$ cat src/rtl/pullctl_pkg.sv
package pullctl_pkg;

  localparam int ADDR_W = 4;

  // Register map; bit 2 of the address picks the resistor type
  localparam logic [ADDR_W-1:0] ADDR_PU_SET  = 4'h0;
  localparam logic [ADDR_W-1:0] ADDR_PU_CLR  = 4'h1;
  localparam logic [ADDR_W-1:0] ADDR_PU_STAT = 4'h2;
  localparam logic [ADDR_W-1:0] ADDR_PD_SET  = 4'h4;
  localparam logic [ADDR_W-1:0] ADDR_PD_CLR  = 4'h5;
  localparam logic [ADDR_W-1:0] ADDR_PD_STAT = 4'h6;

  // Strobes from control to datapath
  typedef struct packed {
    logic upSet;
    logic upClr;
    logic dnSet;
    logic dnClr;
  } wrStrobe_t;

  typedef enum logic [1:0] {
    RD_ZERO = 2'd0,
    RD_UP   = 2'd1,
    RD_DN   = 2'd2
  } rdSel_e;

endpackage

$ cat src/rtl/pull_ctrl_decode.sv
module pull_ctrl_decode
  import pullctl_pkg::*;
(
  input  logic              wrEn,
  input  logic [ADDR_W-1:0] addr,
  output wrStrobe_t         stb,
  output rdSel_e            rdSel
);

  always_comb begin
    stb = '0;
    if (wrEn) begin
      unique case (addr)
        ADDR_PU_SET: stb.upSet = 1'b1;
        ADDR_PU_CLR: stb.upClr = 1'b1;
        ADDR_PD_SET: stb.dnSet = 1'b1;
        ADDR_PD_CLR: stb.dnClr = 1'b1;
        default:     stb = '0;
      endcase
    end
  end

  always_comb begin
    unique case (addr)
      ADDR_PU_STAT: rdSel = RD_UP;
      ADDR_PD_STAT: rdSel = RD_DN;
      default:      rdSel = RD_ZERO;
    endcase
  end

endmodule

$ cat src/rtl/pull_ctrl_datapath.sv
module pull_ctrl_datapath
  import pullctl_pkg::*;
#(
  parameter int PINS = 32
) (
  input  logic            clk,
  input  logic            rstN,
  input  wrStrobe_t       stb,
  input  rdSel_e          rdSel,
  input  logic [PINS-1:0] wrData,
  output logic [PINS-1:0] rdData,
  output logic [PINS-1:0] pullUpEn,
  output logic [PINS-1:0] pullDownEn
);

  // Active-low status: 0 = resistor enabled
  logic [PINS-1:0] upStat, dnStat;
  logic [PINS-1:0] upNext, dnNext;

  for (genvar p = 0; p < PINS; p++) begin : g_pin
    logic upN, dnN;
    always_comb begin
      upN = upStat[p];
      dnN = dnStat[p];
      if (wrData[p]) begin
        if (stb.upClr)                    upN = 1'b1;
        else if (stb.upSet && dnStat[p])  upN = 1'b0;
        if (stb.dnClr)                    dnN = 1'b1;
        else if (stb.dnSet && upStat[p])  dnN = 1'b0;
      end
    end
    assign upNext[p] = upN;
    assign dnNext[p] = dnN;
  end

  always_ff @(posedge clk or negedge rstN) begin
    if (!rstN) begin
      upStat     <= '0;
      dnStat     <= '1;
      pullUpEn   <= '1;
      pullDownEn <= '0;
    end else begin
      upStat     <= upNext;
      dnStat     <= dnNext;
      pullUpEn   <= ~upNext;
      pullDownEn <= ~dnNext;
    end
  end

  always_comb begin
    unique case (rdSel)
      RD_UP:   rdData = upStat;
      RD_DN:   rdData = dnStat;
      default: rdData = '0;
    endcase
  end

endmodule

$ cat src/rtl/pull_resistor_ctrl.sv
module pull_resistor_ctrl
  import pullctl_pkg::*;
#(
  parameter int PINS = 32
) (
  input  logic              clk,
  input  logic              rstN,
  input  logic              wrEn,
  input  logic [ADDR_W-1:0] addr,
  input  logic [PINS-1:0]   wrData,
  output logic [PINS-1:0]   rdData,
  output logic [PINS-1:0]   pullUpEn,
  output logic [PINS-1:0]   pullDownEn
);

  wrStrobe_t stb;
  rdSel_e    rdSel;

  pull_ctrl_decode u_decode (
    .wrEn  (wrEn),
    .addr  (addr),
    .stb   (stb),
    .rdSel (rdSel)
  );

  pull_ctrl_datapath #(.PINS(PINS)) u_dp (
    .clk        (clk),
    .rstN       (rstN),
    .stb        (stb),
    .rdSel      (rdSel),
    .wrData     (wrData),
    .rdData     (rdData),
    .pullUpEn   (pullUpEn),
    .pullDownEn (pullDownEn)
  );

endmodule

$ cat config.mk
export PLATFORM = sky130hd
export DESIGN_NAME = pull_resistor_ctrl
export DESIGN_NICKNAME = d
export VERILOG_FILES = /design/src/rtl/pullctl_pkg.sv /design/src/rtl/pull_ctrl_decode.sv /design/src/rtl/pull_ctrl_datapath.sv /design/src/rtl/pull_resistor_ctrl.sv
export SDC_FILE = /design/constraint.sdc
export NUM_CORES = 1
export LEC_CHECK = 0
export CAP_MARGIN = 0
export CELL_PAD_IN_SITES_DETAIL_PLACEMENT = 0
export CELL_PAD_IN_SITES_GLOBAL_PLACEMENT = 1
export CORE_ASPECT_RATIO = 0.9
export CORE_MARGIN = 2
export CORE_UTILIZATION = 35
export DETAILED_ROUTE_END_ITERATION = 7
export PLACE_DENSITY = 0.8
export SYNTH_ARGS = -nofsm -noshare
export SYNTH_HDL_FRONTEND = slang
export SYNTH_SLANG_ARGS = --single-unit
$ cat constraint.sdc
create_clock -name clk -period 2.89 [get_ports clk]
set_input_delay 0.289 -clock clk [delete_from_list [all_inputs] [get_ports clk]]
set_output_delay 0.289 -clock clk [all_outputs]
set_load 0.005 [all_outputs]
==> impl_results.html <==
<table>
<tr><th>Metric</th><th>Value</th></tr>
<tr><th colspan="2">Timing</th></tr>
<tr><td>Unrepaired setup endpoints after global routing</td><td>no</td></tr>
<tr><td>Tmin final</td><td>roughly 2.7 ns</td></tr>
<tr><td>Min Hold Slack</td><td>about 0.47 ns</td></tr>
<tr><td>Fmax</td><td>approximately 360 MHz</td></tr>
<tr><td>Number of max-slew violations in the final report</td><td>0</td></tr>
<tr><td>Worst-margin pin slew</td><td>approximately 0.73 ns</td></tr>
<tr><td>Setup TNS Final</td><td>0 ns</td></tr>
<tr><td>Worst clock skew on the final layout</td><td>~0.0099 ns</td></tr>
<tr><td>Final Cycle Share</td><td>0.950</td></tr>
<tr><td>Number of failing setup endpoints in the final timing report</td><td>0</td></tr>
<tr><td>Worst path setup slack after routing</td><td>0.144 ns</td></tr>
<tr><td>Final Hold Vio Count</td><td>0</td></tr>
<tr><td>Worst slew margin relative to its limit</td><td>0.514</td></tr>
<tr><th colspan="2">Worst setup path</th></tr>
<tr><td>Category of the worst setup path capture point</td><td>output pin</td></tr>
<tr><td>Ordered cell list for the critical path</td><td>clkdlybuf4s50_1, nor2_4, nand2_1, or2_2, ha_1, buf_6, a22oi_2, nor2_1, clkdlybuf4s50_1</td></tr>
<tr><td>Required arrival time at the worst endpoint</td><td>approximately 2.6 ns</td></tr>
<tr><td>Launching element type of the critical path</td><td>input port</td></tr>
<tr><td>Critical path's slowest cell</td><td>sky130_fd_sc_hd__clkdlybuf4s50_1</td></tr>
<tr><td>Family with the most delay on the worst path</td><td>buffers and inverters</td></tr>
<tr><td>Cell mode on critical path</td><td>sky130_fd_sc_hd__clkdlybuf4s50_1</td></tr>
<tr><td>Worst path buffer plus inverter count</td><td>3</td></tr>
<tr><td>Max stage delay on crit path</td><td>0.47 ns</td></tr>
<tr><td>Category of the critical setup timing path</td><td>in -&gt; out</td></tr>
<tr><td>Reg2reg path depth</td><td>2</td></tr>
<tr><td>Largest fanout on the critical path</td><td>18</td></tr>
<tr><td>WP data arrival</td><td>~2.5 ns</td></tr>
<tr><td>Worst R2R Setup Slack</td><td>about 1.9 ns</td></tr>
<tr><th colspan="2">Global route</th></tr>
<tr><td>Antenna violations before repair</td><td>0</td></tr>
<tr><td>Global-route wire length before repair</td><td>between 20000 and 25000 µm</td></tr>
<tr><td>Gr usage total</td><td>0.193</td></tr>
<tr><td>Number of global-route vias before repair</td><td>roughly 4500</td></tr>
<tr><td>Maximum number of pins on one net before global-route repair</td><td>73</td></tr>
<tr><td>Global route overflow</td><td>0</td></tr>
<tr><th colspan="2">Clocking</th></tr>
<tr><td>Number of sinks on the clock net</td><td>128</td></tr>
<tr><td>Insertion delay of the later-clocked pin in the worst-skew pair</td><td>~0.42 ns</td></tr>
<tr><td>Post CTS Setup Buffer Count</td><td>0</td></tr>
<tr><td>H-tree level count</td><td>4</td></tr>
<tr><td>Buffers from clock root to sink, at most</td><td>2</td></tr>
<tr><td>Cell at the root of the clock tree</td><td>sky130_fd_sc_hd__clkbuf_16</td></tr>
<tr><td>TritonCTS clock tree</td><td>done</td></tr>
<tr><td>Number of clock buffers inserted by TritonCTS</td><td>17</td></tr>
<tr><td>Clock-pin slew of the registers on the worst-case setup and hold paths</td><td>~0.060 ns</td></tr>
<tr><th colspan="2">Layout</th></tr>
<tr><td>Fraction of layout cells with a size suffix above 1</td><td>0.211</td></tr>
<tr><td>Synth-to-layout area growth</td><td>40.5%</td></tr>
<tr><td>End-of-flow core utilization</td><td>0.498</td></tr>
<tr><td>Number of filler cells placed in the layout</td><td>between 1000 and 1500</td></tr>
<tr><td>Area occupied by multi-input gates</td><td>1930 µm²</td></tr>
<tr><td>Antenna Diode Count</td><td>0</td></tr>
<tr><td>Layout Nets</td><td>606</td></tr>
<tr><td>Sequential cell area in the final layout</td><td>~3300 µm²</td></tr>
<tr><th colspan="2">Detailed routing</th></tr>
<tr><td>Number of detailed-route iterations in the first pass</td><td>5</td></tr>
<tr><td>Wire length per cell after detailed routing</td><td>19.9 µm</td></tr>
<tr><td>Detailed-route wire length</td><td>between 15000 and 20000 µm</td></tr>
<tr><td>Routed vias</td><td>about 4500</td></tr>
<tr><td>Vias per std cell</td><td>approximately 5.8</td></tr>
<tr><td>Starting DRC count in detailed routing</td><td>450</td></tr>
<tr><td>Number of remaining DRC errors</td><td>0</td></tr>
<tr><td>Remaining number of nets flagged by the antenna check after routing</td><td>0</td></tr>
<tr><th colspan="2">Job</th></tr>
<tr><td>Maximum capacitance violations</td><td>0</td></tr>
<tr><th colspan="2">Synthesis</th></tr>
<tr><td>Yosys cell types</td><td>17</td></tr>
<tr><td>Synthesized instance count</td><td>about 430</td></tr>
<tr><td>Cell types with the largest area share after synthesis</td><td>sky130_fd_sc_hd__dfstp_2 31%, sky130_fd_sc_hd__dfrtp_1 30%, sky130_fd_sc_hd__a22oi_1 13%, sky130_fd_sc_hd__a22o_1 10%, sky130_fd_sc_hd__nand4_1 7.4%</td></tr>
<tr><td>Area share of the leading cell type in the synthesized netlist</td><td>0.312</td></tr>
<tr><td>Library cell with the largest summed area after synthesis</td><td>sky130_fd_sc_hd__dfstp_2</td></tr>
<tr><td>Flip-flop and latch count after synthesis</td><td>roughly 130</td></tr>
<tr><td>Cell area after synthesis</td><td>approximately 5400 µm²</td></tr>
<tr><td>Synth Warn #</td><td>0</td></tr>
<tr><td>Post-synthesis sequential area ratio</td><td>0.609</td></tr>
<tr><td>Number of nets in the synthesized netlist</td><td>between 400 and 500</td></tr>
<tr><td>Average cell area after synthesis</td><td>between 10 and 15 µm²</td></tr>
<tr><th colspan="2">Min path</th></tr>
<tr><td>Tightest Hold Check Type</td><td>in -&gt; async</td></tr>
<tr><th colspan="2">Die</th></tr>
<tr><td>Standard-cell rows</td><td>between 40 and 50</td></tr>
<tr><td>Floorplan die height</td><td>between 100 and 150 µm</td></tr>
<tr><td>Top-level I/O count</td><td>135</td></tr>
<tr><td>Die outline area</td><td>16400 µm²</td></tr>
<tr><td>Horizontal extent of the die</td><td>~130 µm</td></tr>
<tr><td>Initial cell density of the core</td><td>0.354</td></tr>
<tr><td>Core Area</td><td>around 15000 µm²</td></tr>
<tr><th colspan="2">Place</th></tr>
<tr><td>Post-detail-place hpwl</td><td>9540 µm</td></tr>
<tr><td>Routability-driven placement congestion ratio</td><td>~0.73</td></tr>
<tr><td>Port bufs</td><td>between 100 and 150</td></tr>
<tr><td>Setup WS pre-CTS</td><td>roughly 0.11 ns</td></tr>
<tr><th colspan="2">Power and ir drop</th></tr>
<tr><td>Maximum VDD drop</td><td>0.000430 V</td></tr>
<tr><td>Leakage</td><td>3.04 nW</td></tr>
<tr><td>Power density over the cells</td><td>810 nW/µm²</td></tr>
<tr><th colspan="2">Status</th></tr>
<tr><td>Status</td><td>finished clean</td></tr>
</table>
==> layer usage <==
metal | global-route usage | share of wire | vias to the layer above
met1 | 0.267 | 0.45 | 2307
li1 | - | - | 2014
met4 | 0.0678 | 0.0089 | 0
met2 | 0.293 | 0.47 | 186
met5 | 0 | 0 | -
met3 | 0.0533 | 0.072 | 14
==> power by group <==
group | total (mW) | switching [mW] | internal (mW)
Sequential | 2.81 | 0.361 | 2.45
Clock | 2.15 | 0.813 | 1.34
Combinational | 1.18 | 0.421 | 0.759
Total | 6.14 | 1.59 | 4.55
==> cells by family (layout without fill, tap and decap cells) <==
family | Yosys count | after routing | synth area share
AOI/OAI and AO/OA | 160 | 160 | 0.238
adders and majority gates | 2 | 2 | 0.00464
buffers and inverters | 38 | 183 | 0.0413
and+or+nand+nor | 105 | 105 | 0.108
DFF | 128 | 128 | 0.609
==> synth_stat cells, drive strengths merged <==
cell    number
inv          1
nand3        1
a22oi       96
nand2        1
nor3b        1
ha           2
nand4       64
dfstp       64
dfrtp       64
buf         23
clkbuf      14
and3b        3
a22o        64
nor2        34
or2          1
==> per-stage QoR <==
stage | instance area, µm² | power [mW] | cells
final | 7580 | 6.14 | 780
after global routing | 7580 | 6.41 | 780
after CTS | 7560 | 6.18 | 780
after detailed placement | 6950 | 3.99 | 747
after global placement | 6950 | 3.95 | 747
after floorplan | 5390 | 3.19 | 433
==> layout make-up <==
class	instances	area share
flip-flops and latches	128	0.433
multi-input cells	267	0.254
repair buffers	150	0.200
clock buffers	20	0.0616
well taps	202	0.0333
clock inverters	12	0.0177
inverters	1	0.000495
==> how the worst max path moves through the flow <==
stage / startpoint / endpoint / cells past startpoint
2_1_floorplan: addr[0] / rdData[10] / 9
3_3_place_gp: addr[0] / rdData[9] / 9
3_5_place_dp: addr[0] / rdData[13] / 9
4_1_cts: addr[0] / rdData[18] / 9
5_1_grt: addr[0] / rdData[18] / 9
6_report: addr[0] / rdData[18] / 9
==> timing repair <==
action	4_1_cts	5_1_grt
gates resized for setup	0	5
setup endpoints to repair	0	11
hold buffers	1	0
endpoints found under the hold margin	28	0
==> placed cells by master, fill, tap and decap left out, drive strengths merged, types with 3 or more instances in the layout <==
cell and n:
dfstp 64, clkdlybuf4s50 133, clkinv 7, a22oi 96, nand4 64, dfrtp 64
nor2 34, and3b 3, buf 16, clkbuf 20, a22o 64
Note: power is estimated with default switching activity, not from simulation.
